[src/rtl/olg_pkg.sv]
// Shared types for the overload retry guard.
// Assumes: nothing beyond IEEE 1800-2017.
package olg_pkg;

    // Retry sequencer state
    typedef enum logic [1:0] {
        SEQ_IDLE     = 2'd0,
        SEQ_HOLD_OFF = 2'd1,
        SEQ_PROBE    = 2'd2
    } seq_state_t;

endpackage

[src/rtl/olg_sync_filter.sv]
// Synchronizes one asynchronous comparator and accepts a new level only
// after it has been seen on FILT_LEN consecutive samples.
// Assumes: SYNC_STAGES >= 2, FILT_LEN >= 1. Output resets to 0.
module olg_sync_filter #(
    parameter int FILT_LEN    = 3,
    parameter int SYNC_STAGES = 2
) (
    input  logic clk,
    input  logic rst_n,
    input  logic din,
    output logic dout
);
    localparam int CW = (FILT_LEN > 1) ? $clog2(FILT_LEN) : 1;

    logic [SYNC_STAGES-1:0] sync_q;
    logic [CW-1:0]          run_q;
    logic                   samp;

    // Metastability shift chain
    always_ff @(posedge clk) begin
        if (!rst_n) sync_q <= '0;
        else        sync_q <= {sync_q[SYNC_STAGES-2:0], din};
    end

    assign samp = sync_q[SYNC_STAGES-1];

    // Stability counter: commit the new level after FILT_LEN matching samples
    always_ff @(posedge clk) begin
        if (!rst_n) begin
            run_q <= '0;
            dout  <= 1'b0;
        end else if (samp == dout) begin
            run_q <= '0;
        end else if (run_q == CW'(FILT_LEN - 1)) begin
            dout  <= samp;
            run_q <= '0;
        end else begin
            run_q <= run_q + 1'b1;
        end
    end
endmodule

[src/rtl/olg_thermal_latch.sv]
// Two-threshold thermal state: set by the upper trip, cleared by the lower
// cool indication, held in between. The trip has priority.
// Assumes: inputs are already synchronized and filtered.
module olg_thermal_latch (
    input  logic clk,
    input  logic rst_n,
    input  logic trip,
    input  logic cool,
    output logic hot
);
    // Hysteresis state update
    always_ff @(posedge clk) begin
        if (!rst_n)    hot <= 1'b0;
        else if (trip) hot <= 1'b1;
        else if (cool) hot <= 1'b0;
    end
endmodule

[src/rtl/olg_retry_seq.sv]
// Pulsed retry sequencer: on overload, rest for OFF_CYCLES, then try for
// ON_CYCLES. Any overload seen during a trial forces another rest.
// Assumes: ovl is filtered; clear is synchronous and dominates.
module olg_retry_seq
    import olg_pkg::*;
#(
    parameter int OFF_CYCLES = 1000,
    parameter int ON_CYCLES  = 100
) (
    input  logic clk,
    input  logic rst_n,
    input  logic clear,
    input  logic ovl,
    output logic busy,
    output logic hold_off
);
    localparam int MAXC = (OFF_CYCLES > ON_CYCLES) ? OFF_CYCLES : ON_CYCLES;
    localparam int CW   = $clog2(MAXC + 1);

    seq_state_t    state_q;
    logic [CW-1:0] cnt_q;
    logic          dirty_q;
    logic          dirty_n;

    assign dirty_n  = dirty_q | ovl;
    assign busy     = (state_q != SEQ_IDLE);
    assign hold_off = (state_q == SEQ_HOLD_OFF);

    // Rest / trial state machine with shared period counter
    always_ff @(posedge clk) begin
        if (!rst_n || clear) begin
            state_q <= SEQ_IDLE;
            cnt_q   <= '0;
            dirty_q <= 1'b0;
        end else begin
            case (state_q)
                SEQ_IDLE: begin
                    if (ovl) begin
                        state_q <= SEQ_HOLD_OFF;
                        cnt_q   <= '0;
                    end
                end
                SEQ_HOLD_OFF: begin
                    if (cnt_q == CW'(OFF_CYCLES - 1)) begin
                        state_q <= SEQ_PROBE;
                        cnt_q   <= '0;
                        dirty_q <= 1'b0;
                    end else begin
                        cnt_q <= cnt_q + 1'b1;
                    end
                end
                SEQ_PROBE: begin
                    if (cnt_q == CW'(ON_CYCLES - 1)) begin
                        state_q <= dirty_n ? SEQ_HOLD_OFF : SEQ_IDLE;
                        cnt_q   <= '0;
                        dirty_q <= 1'b0;
                    end else begin
                        cnt_q   <= cnt_q + 1'b1;
                        dirty_q <= dirty_n;
                    end
                end
                default: begin
                    state_q <= SEQ_IDLE;
                    cnt_q   <= '0;
                    dirty_q <= 1'b0;
                end
            endcase
        end
    end
endmodule

[src/rtl/lnb_overload_guard.sv]
// Output protection for one supply channel: input filtering, thermal
// hysteresis, pulsed retry or clamp-mode flagging, and registered outputs.
// Assumes: comparator inputs are asynchronous; enable and mode_static are
// synchronous register bits.
module lnb_overload_guard #(
    parameter int OFF_CYCLES = 90_000_000,
    parameter int ON_DIV     = 10,
    parameter int FILT_LEN   = 3
) (
    input  logic clk,
    input  logic rst_n,
    input  logic enable,
    input  logic mode_static,
    input  logic ovl_raw,
    input  logic hot_trip_raw,
    input  logic cool_raw,
    output logic out_en,
    output logic flag_ovl,
    output logic flag_hot
);
    localparam int ON_RAW    = OFF_CYCLES / ON_DIV;
    localparam int ON_CYCLES = (ON_RAW < 1) ? 1 : ON_RAW;
    localparam int N_IN      = 3;

    logic [N_IN-1:0] raw_vec;
    logic [N_IN-1:0] clean_vec;
    logic            ovl_f;
    logic            hot;
    logic            seq_clear;
    logic            seq_busy;
    logic            seq_hold;

    assign raw_vec = {cool_raw, hot_trip_raw, ovl_raw};

    // One synchronizer and filter per comparator input
    for (genvar gi = 0; gi < N_IN; gi++) begin : g_filt
        olg_sync_filter #(.FILT_LEN(FILT_LEN), .SYNC_STAGES(2)) u_filt (
            .clk   (clk),
            .rst_n (rst_n),
            .din   (raw_vec[gi]),
            .dout  (clean_vec[gi])
        );
    end

    assign ovl_f = clean_vec[0];

    olg_thermal_latch u_therm (
        .clk   (clk),
        .rst_n (rst_n),
        .trip  (clean_vec[1]),
        .cool  (clean_vec[2]),
        .hot   (hot)
    );

    assign seq_clear = !enable || mode_static || hot;

    olg_retry_seq #(.OFF_CYCLES(OFF_CYCLES), .ON_CYCLES(ON_CYCLES)) u_seq (
        .clk      (clk),
        .rst_n    (rst_n),
        .clear    (seq_clear),
        .ovl      (ovl_f),
        .busy     (seq_busy),
        .hold_off (seq_hold)
    );

    // Registered output enable and overload flag
    always_ff @(posedge clk) begin
        if (!rst_n) begin
            out_en   <= 1'b0;
            flag_ovl <= 1'b0;
        end else begin
            out_en   <= enable && !hot && !seq_hold;
            flag_ovl <= enable && (mode_static ? ovl_f : seq_busy);
        end
    end

    assign flag_hot = hot;
endmodule

[config.mk]
export PLATFORM = sky130hd
export DESIGN_NAME = lnb_overload_guard
export DESIGN_NICKNAME = d
export VERILOG_FILES = /design/src/rtl/olg_pkg.sv /design/src/rtl/olg_sync_filter.sv /design/src/rtl/olg_thermal_latch.sv /design/src/rtl/olg_retry_seq.sv /design/src/rtl/lnb_overload_guard.sv
export SDC_FILE = /design/constraint.sdc
export NUM_CORES = 1
export LEC_CHECK = 0
export CORE_ASPECT_RATIO = 0.9
export CORE_MARGIN = 5
export CORE_UTILIZATION = 47
export CTS_BUF_LIST = sky130_fd_sc_hd__clkbuf_2
export DETAILED_ROUTE_END_ITERATION = 12
export DONT_BUFFER_PORTS = 1
export PLACE_DENSITY = 0.63
export SLEW_MARGIN = 40
export SYNTH_ARGS = -nofsm -noshare
export SYNTH_HDL_FRONTEND = slang
export SYNTH_HIERARCHICAL = 1
export SYNTH_SLANG_ARGS = --single-unit
[constraint.sdc]
create_clock -name clk -period 3.7 [get_ports clk]
set_input_delay 0.185 -clock clk [delete_from_list [all_inputs] [get_ports clk]]
set_output_delay 0.185 -clock clk [all_outputs]
set_load 0.01 [all_outputs]
==> reports/qor.txt, run 1 <==
EDFF count, synth = 0
DIE WIDTH = 83.4 um
boundary pin count = 10
period utilization = 78.3%
crit-path max FO = 29
area of placed instances = 0.00233 sq mm
DIE AREA = 0.00634 sq mm
Max IR drop VDD = 0.000255 V
final non-filler cell total = 326
routed vias = 1818
Place WS = 851 ps
Hold EP = u_seq/dirty_q
Setup violations, final = 0
DRT iter0 DRCs = 148
top post-synthesis cells by area = dfxtp_1 42%, nand2_1 4.6%, ha_1 4.4%, a31oi_1 4.1%, nand3_1 4.0%
Hold WC Path Type = in -> reg
H-tree Lvls = 2
Setup Skew = 18.7 ps
result of the run = finished clean
most common cell in the synthesized netlist = dfxtp_1
Arr. time, crit path = 3260 ps
area leader, netlist = dfxtp_1
flops & latches, synth = 48
Clock Tree Buf Depth = 2
GRT Overall Usage = 15.1%
DRT antenna net count = 0
core region area = 0.00477 sq mm
DP Wirelength = 3090 um
WL per Instance = 13.8 um
PwrDens = 342 mW/mm^2
fin. max-slew vios = 0
CTS tree = built
Root Buffer = clkbuf_2
CP Launch Type = register
ys flop type = dfxtp_1
Clk Latency, worst-skew pair = 430 ps
P_leak = 0.858 nW
worst reg2reg startpoint = u_seq/cnt_q[0]
Final TNS setup = 0 ps
Max Cap Violations = 0
DRC violations left = 0
Inserted Diodes = 0
Slowest Stage Delay on Critical Path = 730 ps
Via density = 5.58
post-synth net total = 268
Site Rows = 24
number of hold buffers added after cts = 7
r2r worst-path depth = 8
Worst Hold Path Cells = 4
Post-Synthesis Cells = 253
Setup WS post-layout = 804 ps
FFs w/ async S/R, synth = 0%
flop-to-flop setup slack = 800 ps
Buf+Inv Stages, Crit Path = 1
Port Buf Inserts = 0
Area growth syn-to-layout = 8.52%
Crit. End Element = register
total grt overflow = 0
Worst Tran Pin Value = 729 ps
Num CTS Buffers = 5
slowest cell on the critical path = o41ai_1
initial antenna violation count = 0
CP delay by family, top = compound AO/OA/AOI/OAI gates
reg-to-reg endpoint = u_seq/cnt_q[5]
share of post-route cells with drive strength above 1 = 6.13%
Resized Gates After CTS = 0
fmax = 345 MHz
Unique masters post-synth = 44
GP Congestion = 0.861
vias in the first global route = 1740
Final Hold Fails = 0
DR pass1 iterations = 4
nets = 275
Yosys top cell area share = 42.2%
Ys Warns = 6
Clock transition at path regs = 270 ps
Post-Route WL = 4510 um
type of the worst setup path = reg -> reg
Die H = 76.0 um
largest net degree at the start of global routing = 30
setup bufs post-CTS = 0
Post-Syn Area = 0.00228 sq mm
unrepaired setup endpoints after global routing = false
Synth top cells by count = 48 x dfxtp_1, 28 x nand2_1, 18 x nand3_1
crit-path cells = ha_1 > nand3_1 > or2_1 > o41ai_1 > a21boi_2 > buf_4 > a21o_1 > a22o_1
Req. time, crit path = 4070 ps
Initial Utilization = 47.7%
slew margin rel. = 50.8%
min-delay src = mode_static
Synth Area per Inst = 9.00 sq um
global-route wire length before repair = 8020 um
WHS = 54.8 ps
Design Area, Final = 0.00247 sq mm
Tmin final = 2900 ps
Post-Place Cells = 311
CTS sink cnt = 48
sequential share of the synthesized area = 42.2%
[layout by cell type (no fill, tap or decap), types with 2 or more instances in the layout]
cell / Yosys / layout
o21ai_1: 2 / 2
clkbuf_2: 0 / 5
nor2b_1: 6 / 6
a31oi_1: 15 / 15
nand4_1: 5 / 5
a22o_1: 7 / 7
nand3_1: 18 / 18
dlygate4sd3_1: 0 / 7
a41oi_1: 2 / 2
mux2i_1: 8 / 8
nand2b_1: 5 / 5
buf_4: 0 / 2
o21a_1: 2 / 2
a21o_1: 5 / 5
o21ai_0: 6 / 6
and2_1: 7 / 7
nand2_1: 28 / 28
inv_1: 8 / 8
nor2_1: 16 / 16
and4_1: 4 / 4
dfxtp_1: 48 / 48
ha_1: 8 / 8
nor4b_1: 9 / 9
a21oi_1: 9 / 9
or4_1: 2 / 2
and3_1: 2 / 2
xnor2_1: 5 / 5
[metal layers]
metal  wire [um]  part of all wire [%]  global-route usage [%]  up-vias
met5           0                     0                       0        -
met4          47                   1.0                    3.92        0
met3         245                   5.4                    4.32        4
met2        2000                    44                    23.8       44
met1        2210                    49                    20.2      826
li1            -                     -                       -      944
[registers in the layout, summed over array words and instances (netlist names)]
name / cells
u_seq/cnt_q: 27
g_filt.u_filt/run_q: 6
g_filt.u_filt/sync_q: 6
g_filt.u_filt/dout: 3
u_seq/state_q: 2
flag_ovl: 1
out_en: 1
u_seq/dirty_q: 1
u_therm/hot: 1
[worst min-delay path: stages]
cell	delay [ps]
or3b_1	90
nor2b_1	60
o21ai_0	90
nor2_1	50
[final cells by class]
| class | count | area, sq um |
|---|---|---|
| clock buffer | 5 | 25.0 |
| tap | 65 | 81.3 |
| sequential | 48 | 961 |
| multi-input combinational | 188 | 1240 |
| inverter | 8 | 30.0 |
| fill | 451 | 2300 |
| timing repair buffer | 9 | 85.1 |
| clock inverter | 3 | 46.3 |
[power breakdown]
part           switching, mW  total [mW]  leakage, nW  internal, mW
registers            0.00217       0.526        0.388         0.524
clock network          0.180       0.296       0.0396         0.116
logic                 0.0112      0.0240        0.431        0.0128
total                  0.193       0.846        0.858         0.653
[worst max path at each step]
stage          cells after the start  slack, ps              end            start
2_1_floorplan                      7       1280  u_seq/cnt_q[15]  u_seq/cnt_q[24]
3_3_place_gp                       8        910   u_seq/cnt_q[5]   u_seq/cnt_q[0]
3_5_place_dp                       8        850  u_seq/cnt_q[17]   u_seq/cnt_q[0]
4_1_cts                            8        820  u_seq/cnt_q[17]   u_seq/cnt_q[0]
5_1_grt                            8        470  u_seq/cnt_q[17]   u_seq/cnt_q[0]
6_report                           8        800   u_seq/cnt_q[5]   u_seq/cnt_q[0]
[cells by family after synthesis]
logic type | share of synthesized area, %
AO/OA/AOI/OAI | 17.2
AND/OR/NAND/NOR | 27.2
multiplexers | 3.52
buffers and inverters | 3.24
XOR/XNOR | 2.31
flip-flops | 42.2
adder cells (fa/ha/maj) | 4.40
[stage by stage]
step | utilization, % | power (mW)
final | 51.7 | 0.846
after floorplan | - | 0.549
after CTS | 51.7 | 0.857
after global routing | 51.7 | 0.891
after detailed placement | 48.8 | 0.552
after global placement | 48.8 | 0.552
(Power assumes the default switching activity.)
==> run 2: changes to the inputs <==
- PLACE_DENSITY: 0.63 -> 0.65
- clock period: 3.7 -> 2.6 ns (I/O delays scaled with it)
==> reports/qor.txt, run 2 (synthesis gave the netlist of run 1 again) <==
WL per Instance = 13.8 um
fmax = 411 MHz
Crit. End Element = register
worst reg2reg startpoint = u_seq/cnt_q[24]
Setup Skew = 33.0 ps
most frequent cells in the layout = 48 x dfxtp_1, 28 x nand2_1, 18 x nand3_1, 16 x nor2_1, 15 x a31oi_1
Port Buf Inserts = 0
r2r worst-path depth = 7
DIE AREA = 0.00634 sq mm
Clock transition at path regs = 260 ps
Clock Tree Buf Depth = 2
Slowest Stage Delay on Critical Path = 510 ps
reg-to-reg endpoint = u_seq/cnt_q[22]
period utilization = 93.6%
Inserted Diodes = 0
CTS tree = built
boundary pin count = 10
DIE WIDTH = 83.4 um
Setup violations, final = 0
Hold WC Path Type = in -> reg
Via density = 5.46
GP Congestion = 0.791
DP Wirelength = 3110 um
global-route wire length before repair = 8120 um
initial antenna violation count = 0
CP Launch Type = register
Area growth syn-to-layout = 12.0%
H-tree Lvls = 2
largest net degree at the start of global routing = 36
min-delay src = enable
PwrDens = 465 mW/mm^2
Most flops, register = u_seq/cnt_q
slowest cell on the critical path = or4_1
unrepaired setup endpoints after global routing = false
Final TNS setup = 0 ps
Max IR drop VDD = 0.000252 V
Post-Route WL = 4630 um
Arr. time, crit path = 2790 ps
total grt overflow = 0
Hold EP = u_seq/dirty_q
slew margin rel. = 65.9%
WHS = 97.5 ps
Clk Latency, worst-skew pair = 410 ps
Final Hold Fails = 0
Req. time, crit path = 2950 ps
crit-path cells = or4_1 > or4_4 > o41ai_4 > a21boi_2 > buf_12 > a21o_1 > a22o_1
most common cell after layout, fill and taps aside = dfxtp_1
DRT antenna net count = 0
fin. max-slew vios = 0
core region area = 0.00477 sq mm
Max Cap Violations = 0
crit-path max FO = 35
largest registers = u_seq/cnt_q (27), g_filt.u_filt/run_q (6), g_filt.u_filt/sync_q (6)
setup bufs post-CTS = 0
P_leak = 0.907 nW
GRT Overall Usage = 15.4%
flop-to-flop setup slack = 170 ps
Site Rows = 24
CTS sink cnt = 48
Die H = 76.0 um
routed vias = 1830
share of post-route cells with drive strength above 1 = 8.89%
Worst Hold Path Cells = 4
nets = 284
DR pass1 iterations = 4
final non-filler cell total = 335
DRC violations left = 0
Worst Tran Pin Value = 512 ps
result of the run = finished clean
Post-Place Cells = 319
Root Buffer = clkbuf_2
Num CTS Buffers = 5
type of the worst setup path = reg -> reg
vias in the first global route = 1718
Largest register FFs = 27
DRT iter0 DRCs = 104
Tmin final = 2430 ps
Initial Utilization = 47.7%
## run 2: changes by cell type in the layout (fill, tap and decap cells not counted), sizes merged
| cell | before | now |
|---|---|---|
| clkinv | 0 | 1 |
| dlygate4sd3 | 7 | 8 |
| buf | 2 | 10 |
| inv | 9 | 8 |
## run 2: report_power, final
part	internal (mW)	leakage, nW	switching (mW)
combinational	0.0192	0.480	0.0167
sequential	0.745	0.388	0.00299
clock	0.160	0.0390	0.241
total	0.924	0.907	0.260
## run 2: worst max-delay path: cells and delay by family (launching register included)
kind,cells,cell delay [ps]
simple gates,2,1010
compound gates,4,830
flops,1,370
buf+inv,1,180
## run 2: repair_timing
| item | 4_1_cts | 5_1_grt |
|---|---|---|
| resized for setup | 0 | 0 |
| hold endpoints to repair | 21 | 0 |
| hold buffers | 8 | 0 |
| setup endpoints to repair | 0 | 1 |
## run 2: worst max path at each step
stage,startpoint,to,slack [ps]
4_1_cts,u_seq/cnt_q[24],u_seq/cnt_q[22],90
2_1_floorplan,u_seq/cnt_q[24],u_seq/cnt_q[15],180
6_report,u_seq/cnt_q[24],u_seq/cnt_q[22],170
3_5_place_dp,u_seq/cnt_q[24],u_seq/cnt_q[22],80
5_1_grt,u_seq/cnt_q[0],u_seq/cnt_q[22],20
3_3_place_gp,u_seq/cnt_q[24],u_seq/cnt_q[22],120
## run 2: cell type report
type / count / area, sq um
repair buffers: 18 / 168
flip-flops and latches: 48 / 961
fillers: 440 / 2230
inverters: 8 / 30.0
multi-input cells: 188 / 1240
well taps: 65 / 81.3
clock buffers: 5 / 25.0
clock inverters: 3 / 42.5
## run 2: per-layer routing
| metal | track usage (%) | routed length, um | vias up |
|---|---|---|---|
| met1 | 21.5 | 2440 | 847 |
| met2 | 23.6 | 2030 | 21 |
| li1 | - | - | 958 |
| met5 | 0 | 0 | - |
| met4 | 4.74 | 31 | 0 |
| met3 | 3.68 | 127 | 4 |
## run 2: stage by stage
step           instance area [sq um]  setup slack [ps]  utilization, %  power (mW)
6_report                        2550               167            53.4        1.18
2_1_floorplan                   2280               176               -       0.781
5_1_grt                         2550              16.0            53.4        1.23
3_5_place_dp                    2400              82.0            50.3       0.786
3_3_place_gp                    2400               117            50.3       0.785
4_1_cts                         2550              92.9            53.4        1.20
==> run 3: changes to the inputs <==
- SETUP_SLACK_MARGIN: unset -> 0.2
==> reports/qor.txt, run 3 (synthesis gave the netlist of run 1 again) <==
result of the run = finished clean
nets = 297
fin. max-slew vios = 0
fmax = 408 MHz
Inserted Diodes = 0
Initial Utilization = 47.7%
GRT Overall Usage = 16.7%
slew margin rel. = 64.0%
met3 Usage GRT = 3.24%
DIE WIDTH = 83.4 um
slowest cell on the critical path = or4_1
Req. time, crit path = 2930 ps
Hold EP = u_seq/dirty_q
boundary pin count = 10
type of the worst setup path = reg -> reg
routed vias = 1954
Crit. End Element = register
WL per Instance = 15.3 um
Max IR drop VDD = 0.000250 V
core region area = 0.00477 sq mm
share of post-route cells with drive strength above 1 = 20.8%
GP Congestion = 0.767
DRC violations left = 0
Die H = 76.0 um
Port Buf Inserts = 0
CTS sink cnt = 48
most frequent cells in the layout = 45 x dfxtp_1, 22 x nand2_1, 18 x nand3_1, 16 x nor2_1, 14 x buf_4
min-delay src = enable
WHS = 69.7 ps
CP delay by family, top = simple AND/OR/NAND/NOR gates
Post-Place Cells = 319
Setup Skew = 25.1 ps
Tmin final = 2450 ps
crit-path max FO = 6
Root Buffer = clkbuf_2
Site Rows = 24
Final Hold Fails = 0
CP Launch Type = register
DRT antenna net count = 0
Clock transition at path regs = 230 ps
period utilization = 94.2%
largest registers = u_seq/cnt_q (27), g_filt.u_filt/run_q (6), g_filt.u_filt/sync_q (6)
most common cell after layout, fill and taps aside = dfxtp_1
Slowest Stage Delay on Critical Path = 520 ps
Post-Route WL = 5320 um
global-route wire length before repair = 8760 um
Hold WC Path Type = in -> reg
H-tree Lvls = 2
largest net degree at the start of global routing = 20
unrepaired setup endpoints after global routing = true
Arr. time, crit path = 2780 ps
busiest grt layer = met2
Setup violations, final = 0
r2r worst-path depth = 8
reg-to-reg endpoint = u_seq/cnt_q[5]
Worst Tran Pin Value = 541 ps
Clock Tree Buf Depth = 2
DP Wirelength = 3180 um
DR pass1 iterations = 4
final non-filler cell total = 348
PwrDens = 381 mW/mm^2
flop-to-flop setup slack = 150 ps
Largest register FFs = 27
DIE AREA = 0.00634 sq mm
Max Cap Violations = 0
Most flops, register = u_seq/cnt_q
worst reg2reg startpoint = u_seq/cnt_q[24]
Via density = 5.61
total grt overflow = 0
crit-path cells = or4_1 > or4_4 > o41ai_4 > buf_4 > a21boi_4 > buf_12 > a21o_1 > a22o_1
Clk Latency, worst-skew pair = 420 ps
P_leak = 1.03 nW
vias in the first global route = 1833
Final TNS setup = 0 ps
Area growth syn-to-layout = 24.4%
DRT iter0 DRCs = 157
M2 GR Usage = 25.8%
Num CTS Buffers = 5
Buf+Inv Stages, Crit Path = 2
CTS tree = built
fill count = 414
Worst Hold Path Cells = 4
grt met1 use = 23.9%
initial antenna violation count = 0
==> run 3: worst max path at each step <==
stage	start	to	slack, ps	cells past startpoint
2_1_floorplan	u_seq/cnt_q[0]	u_seq/cnt_q[15]	210	9
3_3_place_gp	u_seq/cnt_q[24]	u_seq/cnt_q[17]	140	7
3_5_place_dp	u_seq/cnt_q[24]	u_seq/cnt_q[17]	90	7
4_1_cts	u_seq/cnt_q[9]	u_seq/cnt_q[5]	170	8
5_1_grt	u_seq/cnt_q[24]	u_seq/cnt_q[14]	70	9
6_report	u_seq/cnt_q[24]	u_seq/cnt_q[5]	150	8
==> run 3: layer usage <==
metal,wire [um],up-vias
li1,-,986
met1,2550,930
met2,2520,34
met3,213,4
met4,34,0
met5,0,-
==> run 3: layout make-up <==
cell class	instances	area (sq um)	share of cell area [%]
Clock buffer	5	25.0	0.884
Sequential cell	48	965	34.1
Timing Repair Buffer	30	348	12.3
Inverter	8	30.0	1.06
Clock inverter	3	13.8	0.486
Multi-Input combinational cell	189	1370	48.3
Tap cell	65	81.3	2.87
==> run 3: power breakdown <==
group | internal, mW | leakage, nW | total, mW | switching, mW
combinational | 0.0194 | 0.605 | 0.0367 | 0.0173
sequential | 0.744 | 0.390 | 0.747 | 0.00312
clock | 0.0605 | 0.0302 | 0.294 | 0.234
total | 0.824 | 1.03 | 1.08 | 0.254
==> run 3: timing repair <==
action | 4_1_cts | 5_1_grt
endpoints found under the hold margin | 21 | 0
setup endpoints to repair | 18 | 25
gates cloned | 4 | 1
gates resized for setup | 8 | 25
pin swaps | 6 | 15
setup buffers | 5 | 3
hold buffers | 8 | 0
==> run 3: stage by stage <==
stage                     setup WS, ps  total power [mW]  area (sq um)  util (%)
after floorplan                    213             0.781          2280         -
after global placement             143             0.785          2400      50.3
after detailed placement          94.4             0.786          2400      50.3
after CTS                          171              1.09          2660      55.7
after global routing              72.9              1.13          2830      59.3
final                              151              1.08          2830      59.3
==> run 3: worst reg2reg max path: stages, from the launching register on <==
cell and delay [ps]:
dfxtp_2 370, or4_1 520, or4_4 510, o41ai_4 210
buf_4 200, a21boi_4 100, buf_12 150, a21o_1 140
a22o_1 170
